## src/rtl/dsel_pkg.sv

```systemverilog
package dsel_pkg;

    localparam int TYPE_W = 4;
    localparam int SEL_W  = 3;
    localparam int WORD_W = TYPE_W + SEL_W + 1;
    localparam logic [TYPE_W-1:0] TYPE_CODE = 4'b1010;

    typedef struct packed {
        logic rise;
        logic fall;
        logic start;
        logic stop;
    } bus_ev_t;

    typedef enum logic [1:0] {
        ST_STANDBY = 2'd0,
        ST_SHIFT   = 2'd1,
        ST_ACK     = 2'd2,
        ST_ACTIVE  = 2'd3
    } sel_state_t;

    function automatic logic type_hits(input logic [WORD_W-1:0] w);
        return w[WORD_W-1 -: TYPE_W] == TYPE_CODE;
    endfunction

    function automatic logic dir_bit(input logic [WORD_W-1:0] w);
        return w[0];
    endfunction

endpackage

```

## src/rtl/dsel_bus_cond.sv

```systemverilog
module dsel_bus_cond
    import dsel_pkg::*;
(
    input  logic    clk,
    input  logic    rst,
    input  logic    scl,
    input  logic    sda,
    output bus_ev_t ev
);
    logic scl_q;
    logic sda_q;

    always_ff @(posedge clk) begin
        if (rst) begin
            scl_q <= 1'b1;
            sda_q <= 1'b1;
        end else begin
            scl_q <= scl;
            sda_q <= sda;
        end
    end

    always_comb begin
        ev.rise  = scl & ~scl_q;
        ev.fall  = ~scl & scl_q;
        ev.start = scl & scl_q & sda_q & ~sda;
        ev.stop  = scl & scl_q & ~sda_q & sda;
    end
endmodule

```

## src/rtl/dsel_shifter.sv

```systemverilog
module dsel_shifter
    import dsel_pkg::*;
#(
    parameter int W = WORD_W
) (
    input  logic         clk,
    input  logic         rst,
    input  logic         clr,
    input  logic         shift_en,
    input  logic         bit_in,
    output logic [W-1:0] word,
    output logic         full
);
    localparam int CW = $clog2(W + 1);
    localparam logic [CW-1:0] LAST = CW'(W);

    logic [CW-1:0] cnt;

    always_ff @(posedge clk) begin
        if (rst || clr) begin
            cnt  <= '0;
            word <= '0;
        end else if (shift_en && !full) begin
            cnt  <= cnt + 1'b1;
            word <= {word[W-2:0], bit_in};
        end
    end

    assign full = (cnt == LAST);
endmodule

```

## src/rtl/dsel_ctrl.sv

```systemverilog
module dsel_ctrl
    import dsel_pkg::*;
#(
    parameter int SW = SEL_W,
    parameter int W  = WORD_W
) (
    input  logic          clk,
    input  logic          rst,
    input  bus_ev_t       ev,
    input  logic [W-1:0]  word,
    input  logic          full,
    input  logic [SW-1:0] strap,
    output logic          shift_clr,
    output logic          shift_en,
    output logic          sda_pull,
    output logic          selected,
    output logic          rd_req
);
    sel_state_t    state;
    logic [SW-1:0] bit_eq;
    logic          hit;

    for (genvar i = 0; i < SW; i++) begin : g_cmp
        assign bit_eq[i] = ~(word[i+1] ^ strap[i]);
    end

    assign hit       = type_hits(word) & (&bit_eq);
    assign shift_clr = ev.start;
    assign shift_en  = ev.rise & (state == ST_SHIFT);

    always_ff @(posedge clk) begin
        if (rst) begin
            state    <= ST_STANDBY;
            sda_pull <= 1'b0;
            selected <= 1'b0;
            rd_req   <= 1'b0;
        end else if (ev.stop) begin
            state    <= ST_STANDBY;
            sda_pull <= 1'b0;
            selected <= 1'b0;
            rd_req   <= 1'b0;
        end else if (ev.start) begin
            state    <= ST_SHIFT;
            sda_pull <= 1'b0;
            selected <= 1'b0;
            rd_req   <= 1'b0;
        end else begin
            case (state)
                ST_SHIFT: begin
                    if (full && ev.fall) begin
                        if (hit) begin
                            state    <= ST_ACK;
                            sda_pull <= 1'b1;
                            selected <= 1'b1;
                            rd_req   <= dir_bit(word);
                        end else begin
                            state <= ST_STANDBY;
                        end
                    end
                end
                ST_ACK: begin
                    if (ev.fall) begin
                        state    <= ST_ACTIVE;
                        sda_pull <= 1'b0;
                    end
                end
                default: ;
            endcase
        end
    end
endmodule

```

## src/rtl/dsel_front.sv

```systemverilog
module dsel_front
    import dsel_pkg::*;
(
    input  logic             clk,
    input  logic             rst,
    input  logic             scl_in,
    input  logic             sda_in,
    input  logic [SEL_W-1:0] strap,
    output logic             sda_pull,
    output logic             selected,
    output logic             rd_req
);
    bus_ev_t           ev;
    logic [WORD_W-1:0] word;
    logic              full;
    logic              shift_clr;
    logic              shift_en;

    dsel_bus_cond u_cond (
        .clk (clk),
        .rst (rst),
        .scl (scl_in),
        .sda (sda_in),
        .ev  (ev)
    );

    dsel_shifter #(.W(WORD_W)) u_shift (
        .clk      (clk),
        .rst      (rst),
        .clr      (shift_clr),
        .shift_en (shift_en),
        .bit_in   (sda_in),
        .word     (word),
        .full     (full)
    );

    dsel_ctrl #(.SW(SEL_W), .W(WORD_W)) u_ctrl (
        .clk       (clk),
        .rst       (rst),
        .ev        (ev),
        .word      (word),
        .full      (full),
        .strap     (strap),
        .shift_clr (shift_clr),
        .shift_en  (shift_en),
        .sda_pull  (sda_pull),
        .selected  (selected),
        .rd_req    (rd_req)
    );
endmodule

```

## config.mk

```make
export PLATFORM = sky130hd
export DESIGN_NAME = dsel_front
export DESIGN_NICKNAME = d
export VERILOG_FILES = /design/src/rtl/dsel_pkg.sv /design/src/rtl/dsel_bus_cond.sv /design/src/rtl/dsel_shifter.sv /design/src/rtl/dsel_ctrl.sv /design/src/rtl/dsel_front.sv
export SDC_FILE = /design/constraint.sdc
export NUM_CORES = 1
export LEC_CHECK = 0
export ABC_AREA = 1
export BUFFER_PORTS_ARGS = -buffer_cell sky130_fd_sc_hd__buf_2
export CAP_MARGIN = 25
export CORE_ASPECT_RATIO = 1.25
export CORE_MARGIN = 2
export CORE_UTILIZATION = 40
export DETAILED_ROUTE_END_ITERATION = 10
export GPL_TIMING_DRIVEN = 1
export PLACE_DENSITY = 0.55
export SLEW_MARGIN = 20
export SYNTH_ARGS = -nofsm -noshare
export SYNTH_HDL_FRONTEND = slang
export SYNTH_HIERARCHICAL = 1
export SYNTH_SLANG_ARGS = --single-unit
```

## constraint.sdc

```tcl
create_clock -name clk -period 2.2 [get_ports clk]
set_input_delay 0.44 -clock clk [delete_from_list [all_inputs] [get_ports clk]]
set_output_delay 0.44 -clock clk [all_outputs]
set_load 0.01 [all_outputs]
```

==> flow_summary.json <==
{
  "outcome": "completed",
  "wirelength_um": 1840,
  "placement_rows": 20,
  "drc": 0,
  "dp_hpwl_um": 1380,
  "power.leakage_uw": 0.000552,
  "clock_latency_ns": 0.29,
  "critPathMaxFanout": 11,
  "ios": 10,
  "antenna_found_initial": 0,
  "syn2layout_area_growth_pct": 8.27,
  "cp-start-kind": "flop",
  "layout_commonest_cell": "nand2_1",
  "cts_max_path_buffers": 2,
  "synth_nets": 174,
  "root_buffer": "clkbuf_4",
  "min_path_type": "in2reg",
  "final_nets": 185,
  "placed_cell_area_sq_um": 1120,
  "gr-total-overflow": 0,
  "die_area_sq_um": 3080,
  "postRouteAntennaNets": 0,
  "synthDistinctLibCells": 20,
  "max_slew_margin": 0.850,
  "syn_inst": 165,
  "slew_viol_final": 0,
  "worst_path_max_delay_cell": "dfxtp_1",
  "portBuffers": 9,
  "drt_pre_antenna_iters": 3,
  "reg2reg_to": "u_ctrl/rd_req",
  "cp.depth": 10,
  "path_delay_family": "simple AND/OR/NAND/NOR gates",
  "drive_gt1_frac": 0.143,
  "htreeDepth": 1,
  "syn_area_sq_um": 1060,
  "synth_top_family_by_area": "simple AND/OR/NAND/NOR gates",
  "vias": 923,
  "worstPathCellList": "inv_1 -> ha_1 -> nand3_2 -> inv_1 -> nand4_2 -> inv_2 -> nand3_2 -> nand2_1 -> inv_1 -> nor2_1",
  "n_antenna_cell": 0,
  "ff2ff_path_depth": 10,
  "grt_pass1_wl_um": 3350,
  "synth_compound_gate_area_share": 0.0709,
  "ctsResizeCount": 0,
  "detail_route.iter0.violations": 19,
  "gp_congestion": 0.720,
  "cp-startpoint": "u_shift/cnt[0]",
  "cts_tree": "done",
  "r2r-start": "u_shift/cnt[0]",
  "grt_pass1_vias": 844,
  "start_util": 0.427,
  "clock_sinks": 19,
  "avgSynthCellArea_sq_um": 6.42,
  "slowest_delay_ns": 0.36,
  "ys_warn_count": 6,
  "peakVddDrop_v": 0.000283,
  "crit_type": "reg2reg",
  "core_area_sq_um": 2480,
  "numCtsBuffers": 3,
  "cts_setup_buffers": 0,
  "period_minus_slack_ns": 1.50,
  "clkSlewWorstSetupHoldPaths_ns": 0.11,
  "synth_xor_area_frac": 0,
  "fin_area_sq_um": 1150,
  "setup_tns_ns": 0,
  "power_density_nw_per_um2": 511,
  "min_period_over_period": 0.682,
  "cap_violations": 0,
  "globalRouteTotalUtil": 0.144,
  "seq_area_frac_synth": 0.359,
  "cp.arrival_ns": 1.74,
  "grt_max_degree": 24,
  "wl_per_cell_um": 8.85,
  "routed_via_density": 4.44,
  "rsz0062_at_grt": "no",
  "final_cell_mix": "nand2_1, inv_1, nor2_1",
  "regToRegSetupSlack_ns": 0.70,
  "final.setup_skew_ns": 0.00469,
  "die_x_um": 50.0,
  "synth-simple-area-share": 0.366,
  "worstMarginPinSlew_ns": 0.225,
  "cp-end-kind": "flop",
  "synth_fa_ha_area_frac": 0.0236,
  "cp_data_required_time_ns": 2.44,
  "dieHeight_um": 61.5,
  "muxShareOfSynthArea": 0,
  "max_freq_mhz": 667,
  "cp.buffers_inverters": 4,
  "synth_seq_cells": 19,
  "setup_viol_count_final": 0,
  "cts_hold_buf": 0,
  "endpoint": "u_ctrl/rd_req",
  "hold_viol": 0,
  "cpMostUsedCell": "inv_1"
}
## worst min-delay path by stage
stage	from	end	slack, ns	cells after the start
2_1_floorplan	u_shift/word[7]	u_shift/word[7]	0.45	2
3_3_place_gp	u_ctrl/selected	u_ctrl/selected	0.44	2
3_5_place_dp	u_ctrl/selected	u_ctrl/selected	0.44	2
4_1_cts	rst	u_ctrl/state[0]	0.32	2
5_1_grt	rst	u_ctrl/state[0]	0.34	2
6_report	rst	u_ctrl/state[0]	0.34	2
## cell families after synthesis
family | after synthesis
compound gates | 14
fa+ha+maj | 2
simple gates | 86
buf+inv | 44
flops | 19
## cell usage after synthesis
library cell | number | area, sq um
a21oi_1 | 12 | 60.1
a21oi_2 | 1 | 8.76
a31oi_1 | 1 | 6.26
buf_2 | 2 | 10.0
buf_4 | 1 | 7.51
buf_6 | 2 | 22.5
clkbuf_4 | 1 | 7.51
dfxtp_1 | 19 | 380
ha_1 | 2 | 25.0
inv_1 | 35 | 131
inv_2 | 3 | 11.3
nand2_1 | 39 | 146
nand2_2 | 1 | 6.26
nand3_1 | 16 | 80.1
nand3_2 | 2 | 20.0
nand4_1 | 2 | 12.5
nand4_2 | 1 | 12.5
nor2_1 | 22 | 82.6
nor2_4 | 2 | 22.5
nor3_1 | 1 | 5.00
## report_power, final
group | total [uW] | internal, uW | switching (uW)
Sequential | 354 | 349 | 4.33
Clock | 178 | 70.5 | 108
Combinational | 53.5 | 21.2 | 32.3
Total | 585 | 441 | 145
## cell type report
| type | count | area, sq um |
|---|---|---|
| Clock buffer | 4 | 26.3 |
| Fill cell | 282 | 1330 |
| Inverter | 38 | 143 |
| Multi-Input combinational cell | 102 | 488 |
| Sequential cell | 19 | 380 |
| Tap cell | 33 | 41.3 |
| Timing Repair Buffer | 12 | 67.6 |
## per-layer routing
layer,track usage,vias up,wire length (um)
met1,0.167,401,861
met4,0.0833,0,15
met2,0.254,5,932
met3,0.0218,2,30
li1,-,515,-
met5,0,-,0
## flip-flops by register name, indices dropped and copies added, names as in the netlist
name             count
u_cond/sda_q         1
u_ctrl/sda_pull      1
u_ctrl/state         2
u_ctrl/rd_req        1
u_ctrl/selected      1
u_shift/word         8
u_shift/cnt          4
u_cond/scl_q         1
## through the flow
stage,power (uW),instances,worst slack [ns],hold slack (ns),util
3_5_place_dp,416,204,0.713,0.444,0.452
4_1_cts,601,208,0.681,0.325,0.463
3_3_place_gp,414,204,0.743,0.437,0.452
5_1_grt,627,208,0.509,0.336,0.463
6_report,585,208,0.700,0.340,0.463
2_1_floorplan,401,165,0.851,0.452,-
Note: power is estimated with default switching activity, not from simulation.
